**src/rtl/fwr_pkg.sv**
```systemverilog
// Shared definitions for the flash window reader: field decoding of the
// per-chip-select control word, sequencer states and lane encodings.
package fwr_pkg;

    localparam int          PAGE_SHIFT    = 20;           // 1 MB window granularity
    localparam int          HDR_W         = 40;           // opcode plus widest address
    localparam logic [1:0]  MODE_CMD_READ = 2'b01;
    localparam logic [1:0]  SEL_CTRL      = 2'd0;
    localparam logic [1:0]  SEL_SEG       = 2'd1;
    localparam logic [1:0]  SEL_WIDE      = 2'd2;
    localparam logic [31:0] CTRL_RESET    = 32'h0003_0001; // opcode 03h, command read

    typedef enum logic [1:0] {LANE_X1, LANE_X2, LANE_X4} lane_e;

    typedef enum logic [2:0] {SQ_IDLE, SQ_HDR, SQ_DATA, SQ_END, SQ_GAP} sq_state_e;

    typedef struct packed {
        logic [7:0] opcode;
        logic [2:0] dummy;
        lane_e      lanes;
        logic [1:0] mode;
    } rd_ctrl_t;

    // Unpack a control word; quad takes priority over dual.
    function automatic rd_ctrl_t ctrl_fields(input logic [31:0] w);
        rd_ctrl_t c;
        c.opcode = w[23:16];
        c.dummy  = {w[14], w[7:6]};
        c.mode   = w[1:0];
        if (w[30])      c.lanes = LANE_X4;
        else if (w[29]) c.lanes = LANE_X2;
        else            c.lanes = LANE_X1;
        return c;
    endfunction

endpackage

```
**src/rtl/fwr_cfg_regs.sv**
```systemverilog
// Configuration storage: one control word and one window register per chip
// select, plus a shared vector of address-width bits.
// Assumes writes happen only while no read is in flight.
module fwr_cfg_regs
    import fwr_pkg::*;
#(
    parameter int NCS  = 5,
    parameter int CS_W = 3
) (
    input  logic                  clk,
    input  logic                  rst_n,
    input  logic                  cfg_we,
    input  logic [1:0]            cfg_sel,
    input  logic [CS_W-1:0]       cfg_cs,
    input  logic [31:0]           cfg_wdata,
    output logic [NCS-1:0][31:0]  ctrl_o,
    output logic [NCS-1:0][31:0]  seg_o,
    output logic [NCS-1:0]        wide_o
);

    generate
        for (genvar i = 0; i < NCS; i++) begin : g_cs
            logic [31:0] ctrl_r;
            logic [31:0] seg_r;
            logic        hit_w;

            assign hit_w = cfg_we && (cfg_cs == CS_W'(i));

            // Hold the control word and window register of this chip select.
            always_ff @(posedge clk) begin
                if (!rst_n) begin
                    ctrl_r <= CTRL_RESET;
                    seg_r  <= '0;
                end else if (hit_w) begin
                    if (cfg_sel == SEL_CTRL) ctrl_r <= cfg_wdata;
                    if (cfg_sel == SEL_SEG)  seg_r  <= cfg_wdata;
                end
            end

            assign ctrl_o[i] = ctrl_r;
            assign seg_o[i]  = seg_r;
        end
    endgenerate

    // Hold the per-chip-select 4-byte address enables.
    always_ff @(posedge clk) begin
        if (!rst_n)                              wide_o <= '0;
        else if (cfg_we && cfg_sel == SEL_WIDE)  wide_o <= cfg_wdata[NCS-1:0];
    end

endmodule

```
**src/rtl/fwr_win_decode.sv**
```systemverilog
// Window decoder: matches the host page against every enabled window and
// picks the lowest matching chip select. Returns the offset inside it.
// Assumes ADDR_W - 20 is at most 8, the width of the page fields.
module fwr_win_decode
    import fwr_pkg::*;
#(
    parameter int NCS    = 5,
    parameter int CS_W   = 3,
    parameter int ADDR_W = 28
) (
    input  logic [ADDR_W-1:0]      addr_i,
    input  logic [NCS-1:0][31:0]   seg_i,
    output logic                   hit_o,
    output logic [CS_W-1:0]        idx_o,
    output logic [ADDR_W-1:0]      off_o
);

    localparam int PG_W = ADDR_W - PAGE_SHIFT;

    logic [PG_W-1:0]           page_w;
    logic [NCS-1:0]            match_w;
    logic [NCS-1:0][PG_W-1:0]  rel_w;

    assign page_w = addr_i[ADDR_W-1 -: PG_W];

    generate
        for (genvar i = 0; i < NCS; i++) begin : g_win
            logic [PG_W-1:0] first_pg;
            logic [PG_W-1:0] last_pg;
            assign first_pg   = seg_i[i][4 +: PG_W];
            assign last_pg    = seg_i[i][20 +: PG_W];
            assign match_w[i] = (|seg_i[i]) && (page_w >= first_pg) && (page_w <= last_pg);
            assign rel_w[i]   = page_w - first_pg;
        end
    endgenerate

    // Priority pick: the lowest index is visited last and therefore wins.
    always_comb begin
        hit_o = |match_w;
        idx_o = '0;
        off_o = '0;
        for (int i = NCS - 1; i >= 0; i--) begin
            if (match_w[i]) begin
                idx_o = CS_W'(i);
                off_o = {rel_w[i], addr_i[PAGE_SHIFT-1:0]};
            end
        end
    end

endmodule

```
**src/rtl/fwr_spi_seq.sv**
```systemverilog
// Serial sequencer: runs one flash read (header on lane 0, dummy bytes,
// data on 1/2/4 lanes) with the serial clock at half the system clock.
// The header is driven while the serial clock is low. Input is sampled on
// the edge that raises the serial clock. Start is honoured only when idle.
module fwr_spi_seq
    import fwr_pkg::*;
#(
    parameter int NCS     = 5,
    parameter int CS_W    = 3,
    parameter int GAP_CYC = 2
) (
    input  logic             clk,
    input  logic             rst_n,
    input  logic             start_i,
    input  logic [CS_W-1:0]  cs_i,
    input  logic [31:0]      faddr_i,
    input  logic [7:0]       opcode_i,
    input  logic [2:0]       dummy_i,
    input  lane_e            lanes_i,
    input  logic             wide_i,
    output logic             idle_o,
    output logic             done_o,
    output logic [31:0]      word_o,
    output logic             sclk_o,
    output logic [NCS-1:0]   cs_n_o,
    output logic [3:0]       io_out_o,
    output logic [3:0]       io_oe_o,
    input  logic [3:0]       io_in_i
);

    localparam int GAP_W = $clog2(GAP_CYC + 1);

    sq_state_e         st_q;
    logic              sclk_q;
    logic [NCS-1:0]    csn_q;
    logic [HDR_W-1:0]  hdr_q;
    logic [6:0]        bits_q;
    logic [5:0]        steps_q;
    lane_e             lane_q;
    logic [31:0]       rx_q;
    logic              done_q;
    logic [GAP_W-1:0]  gap_q;
    logic [6:0]        hdr_bits;
    logic [5:0]        data_steps;
    logic [31:0]       rx_next;

    // Header length in serial clocks: opcode, address and dummy bytes.
    always_comb hdr_bits = 7'd8 + (wide_i ? 7'd32 : 7'd24) + {1'b0, dummy_i, 3'b000};

    // Serial clocks needed for 32 data bits at the chosen lane width.
    always_comb begin
        case (lane_q)
            LANE_X4: data_steps = 6'd8;
            LANE_X2: data_steps = 6'd16;
            default: data_steps = 6'd32;
        endcase
    end

    // Shift the sampled lanes in; the first bit ends up most significant.
    always_comb begin
        case (lane_q)
            LANE_X4: rx_next = {rx_q[27:0], io_in_i};
            LANE_X2: rx_next = {rx_q[29:0], io_in_i[1:0]};
            default: rx_next = {rx_q[30:0], io_in_i[1]};
        endcase
    end

    // Transaction state machine and serial pin registers.
    always_ff @(posedge clk) begin
        if (!rst_n) begin
            st_q    <= SQ_IDLE;
            sclk_q  <= 1'b0;
            csn_q   <= '1;
            hdr_q   <= '0;
            bits_q  <= '0;
            steps_q <= '0;
            lane_q  <= LANE_X1;
            rx_q    <= '0;
            done_q  <= 1'b0;
            gap_q   <= '0;
        end else begin
            done_q <= 1'b0;
            case (st_q)
                SQ_IDLE: begin
                    if (start_i) begin
                        csn_q  <= ~(NCS'(1) << cs_i);
                        hdr_q  <= wide_i ? {opcode_i, faddr_i} : {opcode_i, faddr_i[23:0], 8'h00};
                        bits_q <= hdr_bits;
                        lane_q <= lanes_i;
                        sclk_q <= 1'b0;
                        st_q   <= SQ_HDR;
                    end
                end
                SQ_HDR: begin
                    if (!sclk_q) begin
                        sclk_q <= 1'b1;
                    end else begin
                        sclk_q <= 1'b0;
                        hdr_q  <= {hdr_q[HDR_W-2:0], 1'b0};
                        bits_q <= bits_q - 7'd1;
                        if (bits_q == 7'd1) begin
                            steps_q <= data_steps;
                            st_q    <= SQ_DATA;
                        end
                    end
                end
                SQ_DATA: begin
                    if (!sclk_q) begin
                        sclk_q  <= 1'b1;
                        rx_q    <= rx_next;
                        steps_q <= steps_q - 6'd1;
                        if (steps_q == 6'd1) st_q <= SQ_END;
                    end else begin
                        sclk_q <= 1'b0;
                    end
                end
                SQ_END: begin
                    sclk_q <= 1'b0;
                    csn_q  <= '1;
                    done_q <= 1'b1;
                    gap_q  <= GAP_W'(GAP_CYC);
                    st_q   <= SQ_GAP;
                end
                SQ_GAP: begin
                    gap_q <= gap_q - GAP_W'(1);
                    if (gap_q == GAP_W'(1)) st_q <= SQ_IDLE;
                end
                default: st_q <= SQ_IDLE;
            endcase
        end
    end

    assign idle_o   = (st_q == SQ_IDLE);
    assign done_o   = done_q;
    assign word_o   = {rx_q[7:0], rx_q[15:8], rx_q[23:16], rx_q[31:24]};
    assign sclk_o   = sclk_q;
    assign cs_n_o   = csn_q;
    assign io_out_o = {3'b000, hdr_q[HDR_W-1]};
    assign io_oe_o  = (st_q == SQ_HDR) ? 4'b0001 : 4'b0000;

endmodule

```
**src/rtl/flash_window_reader.sv**
```systemverilog
// Top: decodes host reads against the chip-select windows and either starts
// a serial flash read or completes at once with an error.
// Assumes the host strobes hst_rd only when the previous read has completed.
module flash_window_reader
    import fwr_pkg::*;
#(
    parameter int  NCS    = 5,
    parameter int  ADDR_W = 28,
    localparam int CS_W   = (NCS > 1) ? $clog2(NCS) : 1
) (
    input  logic               clk,
    input  logic               rst_n,
    input  logic               cfg_we,
    input  logic [1:0]         cfg_sel,
    input  logic [CS_W-1:0]    cfg_cs,
    input  logic [31:0]        cfg_wdata,
    input  logic               hst_rd,
    input  logic [ADDR_W-1:0]  hst_addr,
    output logic [31:0]        hst_rdata,
    output logic               hst_rdy,
    output logic               hst_err,
    output logic               spi_sclk,
    output logic [NCS-1:0]     spi_cs_n,
    output logic [3:0]         spi_io_out,
    output logic [3:0]         spi_io_oe,
    input  logic [3:0]         spi_io_in
);

    logic [NCS-1:0][31:0] ctrl_w;
    logic [NCS-1:0][31:0] seg_w;
    logic [NCS-1:0]       wide_w;
    logic                 win_hit;
    logic [CS_W-1:0]      win_idx;
    logic [ADDR_W-1:0]    win_off;
    rd_ctrl_t             sel_ctrl;
    logic                 req_ok;
    logic                 seq_idle;
    logic                 seq_done;
    logic                 seq_start;
    logic                 miss_q;
    logic [31:0]          seq_word;

    fwr_cfg_regs #(.NCS(NCS), .CS_W(CS_W)) regs_i (
        .clk       (clk),
        .rst_n     (rst_n),
        .cfg_we    (cfg_we),
        .cfg_sel   (cfg_sel),
        .cfg_cs    (cfg_cs),
        .cfg_wdata (cfg_wdata),
        .ctrl_o    (ctrl_w),
        .seg_o     (seg_w),
        .wide_o    (wide_w)
    );

    fwr_win_decode #(.NCS(NCS), .CS_W(CS_W), .ADDR_W(ADDR_W)) dec_i (
        .addr_i (hst_addr),
        .seg_i  (seg_w),
        .hit_o  (win_hit),
        .idx_o  (win_idx),
        .off_o  (win_off)
    );

    // Fields of the control word that belongs to the selected chip select.
    always_comb sel_ctrl = ctrl_fields(ctrl_w[win_idx]);

    // A read is served only on a hit, word alignment and command-read mode.
    always_comb req_ok = win_hit && (hst_addr[1:0] == 2'b00) && (sel_ctrl.mode == MODE_CMD_READ);

    assign seq_start = hst_rd && seq_idle && req_ok;

    // Register the immediate error completion of a rejected read.
    always_ff @(posedge clk) begin
        if (!rst_n) miss_q <= 1'b0;
        else        miss_q <= hst_rd && seq_idle && !req_ok;
    end

    fwr_spi_seq #(.NCS(NCS), .CS_W(CS_W)) seq_i (
        .clk      (clk),
        .rst_n    (rst_n),
        .start_i  (seq_start),
        .cs_i     (win_idx),
        .faddr_i  (32'(win_off)),
        .opcode_i (sel_ctrl.opcode),
        .dummy_i  (sel_ctrl.dummy),
        .lanes_i  (sel_ctrl.lanes),
        .wide_i   (wide_w[win_idx]),
        .idle_o   (seq_idle),
        .done_o   (seq_done),
        .word_o   (seq_word),
        .sclk_o   (spi_sclk),
        .cs_n_o   (spi_cs_n),
        .io_out_o (spi_io_out),
        .io_oe_o  (spi_io_oe),
        .io_in_i  (spi_io_in)
    );

    assign hst_rdy   = seq_done | miss_q;
    assign hst_err   = miss_q;
    assign hst_rdata = miss_q ? 32'h0 : seq_word;

endmodule

```
**config.mk**
```make
export PLATFORM = sky130hd
export DESIGN_NAME = flash_window_reader
export DESIGN_NICKNAME = d
export VERILOG_FILES = /design/src/rtl/fwr_pkg.sv /design/src/rtl/fwr_cfg_regs.sv /design/src/rtl/fwr_win_decode.sv /design/src/rtl/fwr_spi_seq.sv /design/src/rtl/flash_window_reader.sv
export SDC_FILE = /design/constraint.sdc
export NUM_CORES = 1
export LEC_CHECK = 0
export BUFFER_PORTS_ARGS = -buffer_cell sky130_fd_sc_hd__buf_2
export CORE_MARGIN = 2
export CORE_UTILIZATION = 62
export DETAILED_ROUTE_END_ITERATION = 7
export PLACE_DENSITY = 0.81
export SYNTH_ARGS = -nofsm -noshare
export SYNTH_HDL_FRONTEND = slang
export SYNTH_HIERARCHICAL = 1
export SYNTH_SLANG_ARGS = --single-unit
```
**constraint.sdc**
```tcl
create_clock -name clk -period 5.7 [get_ports clk]
set_input_delay 0.285 -clock clk [delete_from_list [all_inputs] [get_ports clk]]
set_output_delay 0.285 -clock clk [all_outputs]
set_load 0.05 [all_outputs]
```
Yosys cells after proc, flatten, opt, wreduce, memory -nomap -nowiden
Cells that the tools add are included.
{"block": "totals", "ram_bits": 0, "in_bits": 73, "output_inout_bits": 48, "reg_bits": 425, "memories": 0, "rom_bits": 0, "latch_bits": 0}
{"block": "op_classes", "n_mul": 0, "n_mux": 46, "addsub": 10, "shift": 1, "n_eq_ne": 22, "bitwise_logic": 3, "n_lt_le_gt_ge": 11, "div_mod_pow": 0, "reduce_logical": 55}
{"op": "OR reduction 32 bit", "n": 5}
{"op": "two-way mux 28 bit", "n": 5}
{"op": "binary-select mux 32 bit (select 3 bit)", "n": 1}
{"op": "two-way mux 40 bit", "n": 2}
{"op": "case mux 40 bit (2 select lines)", "n": 1}
{"op": "two-way mux 32 bit", "n": 2}
{"op": "case mux 32 bit (2 select lines)", "n": 1}
{"op": "greater-or-equal comparator 8 bit", "n": 5}
{"op": "<= comparator 8 bit", "n": 5}
{"op": "subtractor 8 bit", "n": 5}
{"op": "two-way mux 3 bit", "n": 11}
{"op": "two-way mux 31 bit", "n": 1}
{"op": "AND reduction 2 bit", "n": 14}
{"op": "two-way mux 6 bit", "n": 4}
{"op": "case mux 6 bit (2 select lines)", "n": 2}
{"op": "logical AND 1 bit", "n": 21}
{"op": "case mux 3 bit (5 select lines)", "n": 1}
{"op": "two-way mux 7 bit", "n": 2}
{"op": "case mux 7 bit (2 select lines)", "n": 1}
{"op": "== test 3 x 2 -> 1 bit, second input constant", "n": 4}
{"op": "inequality test 2 x 1 -> 1 bit, second input constant", "n": 5}
{"op": "case mux 5 bit (2 select lines)", "n": 1}
{"op": "== test 2 x 1 -> 1 bit, second input constant", "n": 4}
{"op": "nonzero test 2 bit", "n": 4}
{"op": "other kinds (31)", "n": 41}

Longest topological paths before layout
Gate-level depths: netlist (run 1).
{"block": "depth", "ltp_word": 15, "ltp_mapped": 26, "depth_no_buf": 23}

By module
Netlist (run 1), hierarchy kept.
{"module": "fwr_cfg_regs", "area_per_inst_um2": 11637.4, "cells_per_inst": 1105, "instances": 1}
{"module": "fwr_spi_seq", "area_per_inst_um2": 5302.6, "cells_per_inst": 703, "instances": 1}
{"module": "fwr_win_decode", "area_per_inst_um2": 3527.1, "cells_per_inst": 497, "instances": 1}
{"module": "flash_window_reader", "area_per_inst_um2": 972.2, "cells_per_inst": 145, "instances": 1}

Worst setup path after synthesis (run 1)
OpenSTA, ideal clock, no wires.
{"block": "synth_timing", "kind": "input -> register", "from": "input port hst_addr[20]", "to": "register seq_i.bits_q[6]", "required_time_ps": 5568, "path_buffers": 5, "path_slack_ps": 719, "arrival_ps": 4848, "stages": 25, "cell_sequence": "inv_1 > ha_1 > fa_1 > nand2b_1 > a21oi_2 > o221ai_1 > a21oi_2 > nand2_1 > buf_2 > o21ai_1 > and2_1 > buf_6 > buf_2 > mux2i_1 > o22ai_1 > buf_2 > buf_1 > inv_1 > ha_1 > ha_1 > fa_1 > xnor2_1 > nor2_1 > o21ai_0 > a21oi_1"}
{"block": "synth_via", "word_cells_on_any_way": 41, "classes_between": "add/sub: 2; order compare: 10; eq/ne: 2; mux: 12; reduce/logical: 15"}
{"item": "start: declaration", "line_no": "flash_window_reader.sv:18", "rtl": "input logic [ADDR_W-1:0] hst_addr,"}
{"item": "greater-or-equal comparator 8 bit", "line_no": "fwr_win_decode.sv:32", "rtl": "assign match_w[i] = (|seg_i[i]) && (page_w >= first_pg) && (page_w <= last_pg);"}
{"item": "logical AND 1 bit (2 in a row)", "line_no": "fwr_win_decode.sv:32"}
{"item": "two-way mux 3 bit (3 in a row)", "line_no": "fwr_win_decode.sv:43", "rtl": "if (match_w[i]) begin"}
{"item": "two-way mux 3 bit (*)", "line_no": "fwr_win_decode.sv:43"}
{"item": "named net win_idx[0]", "line_no": "flash_window_reader.sv:33", "rtl": "logic [CS_W-1:0] win_idx;"}
{"item": "binary-select mux 1 bit (select 3 bit) or binary-select mux 32 bit (select 3 bit) (tied branches)", "line_no": "flash_window_reader.sv:86, flash_window_reader.sv:64"}
{"item": "two-way mux 1 bit (not written as such) or two-way mux 31 bit (tied branches)", "line_no": "flash_window_reader.sv:86, flash_window_reader.sv:64"}
{"item": "two-way mux 6 bit or == test 2 x 1 -> 1 bit (tied branches)", "line_no": "fwr_spi_seq.sv:48, flash_window_reader.sv:67"}
{"item": "adder 4 x 7 -> 7 bit or logical AND 1 bit (tied branches)", "line_no": "fwr_spi_seq.sv:48, flash_window_reader.sv:67"}
{"item": "adder 7 x 6 -> 7 bit or logical AND 1 bit (tied branches)", "line_no": "fwr_spi_seq.sv:48, flash_window_reader.sv:69"}
{"item": "two-way mux 7 bit or inequality test 2 x 1 -> 1 bit (tied branches)"}
{"item": "case mux 7 bit (2 select lines) or AND reduction 3 bit (tied branches)"}
{"item": "end signal: assignment", "line_no": "fwr_spi_seq.sv:88", "rtl": "bits_q <= hdr_bits;"}
{"item": "end signal: assignment", "line_no": "fwr_spi_seq.sv:100", "rtl": "bits_q <= bits_q - 7'd1;"}
{"item": "end: declaration", "line_no": "fwr_spi_seq.sv:37", "rtl": "logic [6:0] bits_q;"}
The timed path passes the listed nets; every way through them passes the cells marked *. The select of a mux whose other input is x is not followed.
A chain may end at the register's enable or synchronous reset.

Final worst setup path (run 1)
{"block": "layout_timing", "from": "register regs_i.g_cs[3].seg_r[4]", "to": "register seq_i.bits_q[5]"}
{"block": "layout_via", "elab_chain_cells": 14, "word_cells_on_any_way": 24, "classes_between": "add/sub: 2; order compare: 1; eq/ne: 2; mux: 11; reduce/logical: 8"}
{"item": "start: declaration", "line_no": "fwr_cfg_regs.sv:24", "rtl": "logic [31:0] seg_r;"}
{"item": "start signal: assignment", "line_no": "fwr_cfg_regs.sv:36", "rtl": "if (cfg_sel == SEL_SEG) seg_r <= cfg_wdata;"}
{"item": "greater-or-equal comparator 8 bit or OR reduction 32 bit (tied branches)", "line_no": "fwr_win_decode.sv:32"}
{"item": "logical AND 1 bit (*) (2 in a row)", "line_no": "fwr_win_decode.sv:32"}
{"item": "two-way mux 3 bit (*) (4 in a row)", "line_no": "fwr_win_decode.sv:43"}
{"item": "named net win_idx[0]", "line_no": "flash_window_reader.sv:33"}
{"item": "binary-select mux 1 bit (select 3 bit) or binary-select mux 32 bit (select 3 bit) (tied branches)", "line_no": "flash_window_reader.sv:86, flash_window_reader.sv:64"}
{"item": "two-way mux 1 bit (not written as such) or two-way mux 31 bit (tied branches)", "line_no": "flash_window_reader.sv:86, flash_window_reader.sv:64"}
{"item": "two-way mux 6 bit or == test 2 x 1 -> 1 bit (tied branches)", "line_no": "fwr_spi_seq.sv:48, flash_window_reader.sv:67"}
{"item": "adder 4 x 7 -> 7 bit or logical AND 1 bit (tied branches)", "line_no": "fwr_spi_seq.sv:48, flash_window_reader.sv:67"}
{"item": "adder 7 x 6 -> 7 bit or logical AND 1 bit (tied branches)", "line_no": "fwr_spi_seq.sv:48, flash_window_reader.sv:69"}
{"item": "two-way mux 7 bit or inequality test 2 x 1 -> 1 bit (tied branches)"}
{"item": "case mux 7 bit (2 select lines) or AND reduction 3 bit (tied branches)"}
Marks and branches as above.

==> results of run 1 <==
-- final timing paths --
path / start / endpoint / cells after the start
worst max register to register: regs_i/g_cs[3].seg_r[4] / seq_i/bits_q[5] / 19
worst min-delay path: hst_rd / hst_err / 3
worst min register to register: seq_i/hdr_q[27] / seq_i/hdr_q[27] / 2
worst max-delay path: regs_i/g_cs[3].seg_r[4] / seq_i/bits_q[5] / 19
-- final cells by class --
class	count	share of cell area, %
clock buffers	51	5.278
repair buffers	139	3.815
inverters	97	1.782
multi-input cells	1611	52.43
flip-flops and latches	340	33.31
well taps	390	2.388
clock inverters	15	0.9920
-- routing by layer --
| metal | vias up | wire [µm] |
|---|---|---|
| met4 | 0 | 1241 |
| met2 | 626 | 22470 |
| met5 | - | 0 |
| met1 | 7683 | 22670 |
| met3 | 97 | 3511 |
| li1 | 7679 | - |
-- registers in the layout, indices dropped and copies added, names as in the netlist, 3 cells and up --
signal              count
regs_i/g_cs.seg_r     160
regs_i/g_cs.ctrl_r     75
seq_i/hdr_q            40
seq_i/rx_q             32
seq_i/bits_q            7
seq_i/steps_q           6
regs_i/wide_o           5
seq_i/cs_n_o            5
seq_i/st_q              3
-- metrics by stage --
stage,setup slack [ps],power [mW]
5_1_grt,256.9,5.711
2_1_floorplan,719.3,2.887
4_1_cts,665.6,5.541
6_report,607.0,5.527
3_3_place_gp,470.1,3.050
3_5_place_dp,295.2,3.063
-- power breakdown --
group / switching, mW / leakage (nW) / internal, mW
clock: 0.985 / 0.632 / 1.51
sequential: 0.0211 / 2.74 / 2.40
combinational: 0.400 / 5.43 / 0.210
total: 1.41 / 8.80 / 4.12
-- critical path: cells and delay by family, from the launching register on --
family                   cells  cell delay, ps
adder cells (fa/ha/maj)      5            1550
buffers and inverters        1              70
AO/OA/AOI/OAI                8            1610
flip-flops                   1             360
AND/OR/NAND/NOR              5            1390
==> flow_summary.ini, run 1 <==
[run_status]
status = complete, no violations

[sta]
relSlewSlack_pct = 18.08
skew_ps = 16.68
drv_slew = 0
timing.fmax_ghz = 0.1963
final.setup.tns_ps = 0
post-route-period-util_pct = 89.35
rsz0062_at_grt = no
hold_violations = 0
final.min_clock_period_ps = 5093
finalSetupViolations = 0
whs_ps = 29.23
tightest_slew_ps = 1227

[grt]
use_met3_pct = 4.790
met1_usage_pct = 44.05
grt_max_degree = 111
grt_use_met2_pct = 49.34
grt_pass1_vias = 15250
busiest_layer = met2
antenna_found_initial = 0
grt_pass1_wl_um = 78840
grtUsageTotal_pct = 31.29
grt_overflow = 0

[setup_path]
cp_data_arrival_time_ps = 5520
worstPathCellList = ha_1, fa_1, nand2b_1, a21oi_2, o221ai_1, a21oi_2, nand2_1, o21ai_1, and2_2, nor2b_1, a21oi_1, o22ai_4, inv_1, ha_1, ha_1, fa_1, nor2_1, a31oi_1, o221a_1
critical_path_class = reg2reg
cp-end-kind = flip-flop
crit_top_cell = ha_1
r2r_setup_slack_ps = 610
cp_max_fo = 13
worstPathRequired_ps = 6120
critPathLaunchType = flip-flop
cpPeakStageDelay_ps = 570
critical_path.slowest_cell = nor2b_1

[cells_and_area]
final_util_pct = 69.13
num-nets-final = 2398
drive_gt1_share_pct = 11.23
regArea_um2 = 6807
design_area_um2 = 20430
n_antenna_cell = 0
multi_input_comb_area_um2 = 10710
finalNonFillerCells = 2643
mostFrequentLayoutCell = nand2_1
layout_common_cells = nand2_1, dfxtp_1, mux2i_1, a21oi_1, buf_2
num-fill-cells = 2305
area_delta_synth_final_pct = 10.05

[floorplanning]
start_util_pct = 62.81
placementRows = 63
die_w_um = 177.1
dieArea_um2 = 31350
coreArea_um2 = 29560
chipHeight_um = 177.1
ios = 121

[pwr]
powerDensity_nw_per_um2 = 270.5
leakagePower_nw = 8.801
peakVddDrop_v = 0.0002465

[clock_network]
h-tree-depth = 2
path_clk_slew_ps = 60
cts_resized = 0
cts_made_buffers = 37
clock_sinks = 340
cts_hold_buf = 0
cts_setup_buffers = 0
clockRootBuffer = clkbuf_16
insertion_delay_ps = 530
cts_tree = built
clk_path_buf_depth = 3

[placed_design]
place.gp.congestion = 0.9306
placed_cell_area_um2 = 19150
dp.cells = 2577
io_buffers = 114
dpl.hpwl_um = 33850

[worst_hold_path]
hp-class = in2reg

[synthesis]
synthCells = 2195
syn_area_per_cell_um2 = 8.459
synth_warnings = 6
synth_area_um2 = 18570

[detailed_routing]
drtIter0Drc = 1668
first_pass_iters = 5
routed_wl_um = 49890
detail-route-antenna-nets = 0
drc = 0
num_vias = 16090
wl_per_cell_um = 18.88
drt-vias-per-instance = 6.086

[flow_run]
drv_cap = 0
No activity file was read; power rests on OpenSTA's default activity.
==> run 2, diff against run 1 <==
- PLACE_DENSITY: 0.81 -> 0.88
==> run 2 against run 1 <==
Global-route usage increased by 1.0 points. Critical path depth down 2. Clock skew shrank 7.6 ps. Combinational power rose by 0.7%. Largest power group unchanged.
==> flow_summary.ini, run 2 (synthesized netlist as in run 1, its figures left out) <==
[clock_network]
clockRootBuffer = clkbuf_16
cts_tree = built
cts_made_buffers = 37
clock_sinks = 340
cts_setup_buffers = 0
path_clk_slew_ps = 60
clk_path_buf_depth = 3
cts_hold_buf = 0
h-tree-depth = 2
cts_resized = 0
insertion_delay_ps = 520

[sta]
finalSetupViolations = 0
skew_ps = 9.118
tightest_slew_ps = 1199
hold_violations = 0
timing.fmax_ghz = 0.1984
post-route-period-util_pct = 88.44
rsz0062_at_grt = no
final.setup.tns_ps = 0
relSlewSlack_pct = 19.80
final.min_clock_period_ps = 5041
setup_slack_ps = 658.9
drv_slew = 0

[pwr]
switching_share_pct = 25.28
combPwrFrac_pct = 11.1
pwr-share-seq_pct = 43.7
peakVddDrop_v = 0.0002086
powerDensity_nw_per_um2 = 271.0
pwr-share-clk_pct = 45.2
switchingPower_mw = 1.400
leakagePower_nw = 8.797
p_int_mw = 4.137

[detailed_routing]
drtIter0Drc = 1693
num_vias = 16370
first_pass_iters = 5
drt-vias-per-instance = 6.195
detail-route-antenna-nets = 0
routed_wl_um = 51740
wl_per_cell_um = 19.57
drc = 0

[cells_and_area]
top_regs = regs_i/g_cs.seg_r x160, regs_i/g_cs.ctrl_r x75, seq_i/hdr_q x40
mostFrequentLayoutCell = nand2_1
layout_common_cells = nand2_1, dfxtp_1, mux2i_1, a21oi_1, buf_2
regArea_um2 = 6807
regMostFlops = regs_i/g_cs.seg_r
drive_gt1_share_pct = 11.19
num-fill-cells = 2209
num-nets-final = 2397
largest_reg_flops = 160
multi_input_comb_area_um2 = 10710
final_util_pct = 69.12
finalNonFillerCells = 2643
area_delta_synth_final_pct = 10.03

[setup_path]
cp_max_fo = 23
worstPathRequired_ps = 6060
critPathLaunchType = flip-flop
crit_cells = 17
cp_num_buf_inv = 1
worstPathCellList = ha_1, fa_1, nand2b_1, a21oi_1, o31a_1, nor4_4, nor3b_4, o21ai_1, and2_2, o32a_1, a221oi_2, and3_1, mux2_2, nand2_1, buf_4, nand2_1, a21oi_1
cpPeakStageDelay_ps = 460
crit_family = simple AND/OR/NAND/NOR gates
cp_data_arrival_time_ps = 5400
cp-end-kind = flip-flop
critical_path_class = reg2reg
critical_path.slowest_cell = nor3b_4
rr_worst_depth = 17

[grt]
grt_max_degree = 88
use_met3_pct = 4.832
antenna_found_initial = 0
grt_pass1_wl_um = 81420
grt_pass1_vias = 15720
grt_overflow = 0
grt_use_met2_pct = 54.41
busiest_layer = met2
met1_usage_pct = 41.97
grtUsageTotal_pct = 32.29

[floorplanning]
dieArea_um2 = 31350
placementRows = 63
ios = 121
die_w_um = 177.1
chipHeight_um = 177.1
start_util_pct = 62.81
coreArea_um2 = 29560

[placed_design]
dp_worst_setup_slack_ps = 596.7
dp.cells = 2576
io_buffers = 114
dpl.hpwl_um = 35300
place.gp.congestion = 1.028

[run_status]
status = complete, no violations

[flow_run]
drv_cap = 0

[worst_hold_path]
hp-class = in2reg
hold_path_depth = 3
[run 2: cell types whose count changed in the layout (fill, tap and decap cells not counted), sizes merged]
| cell | change |
|---|---|
| diode | +1 |
| clkbuf | -3 |
| clkinv | +5 |
| inv | -3 |
| buf | -1 |
| bufinv | +1 |
[run 2: path summary, 6_finish.rpt]
check                     startpoint         endpoint  slack, ps
max          regs_i/g_cs[2].seg_r[4]  seq_i/hdr_q[20]        660
min                           hst_rd          hst_err         50
max reg2reg  regs_i/g_cs[2].seg_r[4]  seq_i/hdr_q[20]        660
min reg2reg           seq_i/rx_q[31]   seq_i/rx_q[31]        450
[run 2: through the flow]
step                      power (mW)  hold slack, ps  area, µm²
after detailed placement       3.063           445.4      19140
after CTS                      5.531           42.29      20430
after global placement         3.049           441.0      19140
after floorplan                2.887           423.5      18600
after global routing           5.681           54.54      20430
final                          5.537           53.43      20430
[run 2: worst reg2reg max path: stages, from the launching register on]
cell,delay [ps]
dfxtp_1,390
ha_1,250
fa_1,380
nand2b_1,190
a21oi_1,250
o31a_1,240
nor4_4,60
nor3b_4,460
o21ai_1,100
and2_2,370
o32a_1,440
a221oi_2,310
and3_1,280
mux2_2,220
nand2_1,450
buf_4,370
nand2_1,70
a21oi_1,60
[run 2: layout make-up]
| class | count | area share [%] |
|---|---|---|
| multi-input combinational | 1611 | 52.44 |
| sequential | 340 | 33.32 |
| clock buffer | 48 | 5.132 |
| timing repair buffer | 138 | 3.779 |
| tap | 390 | 2.388 |
| inverter | 97 | 1.782 |
| clock inverter | 18 | 1.151 |
| antenna | 1 | 0.01225 |
[run 2: power by group through the flow]
stage	clock [mW]	sequential [mW]	combinational, mW
after floorplan	0	2.47	0.421
after global placement	0	2.47	0.578
after detailed placement	0	2.47	0.592
after CTS	2.51	2.42	0.600
after global routing	2.60	2.42	0.661
final	2.50	2.42	0.614
[run 2: layer usage]
| metal | share of wire, % | vias up |
|---|---|---|
| met3 | 8.1 | 148 |
| met2 | 48 | 785 |
| met1 | 41 | 7752 |
| met5 | 0 | - |
| met4 | 3.5 | 0 |
| li1 | - | 7688 |
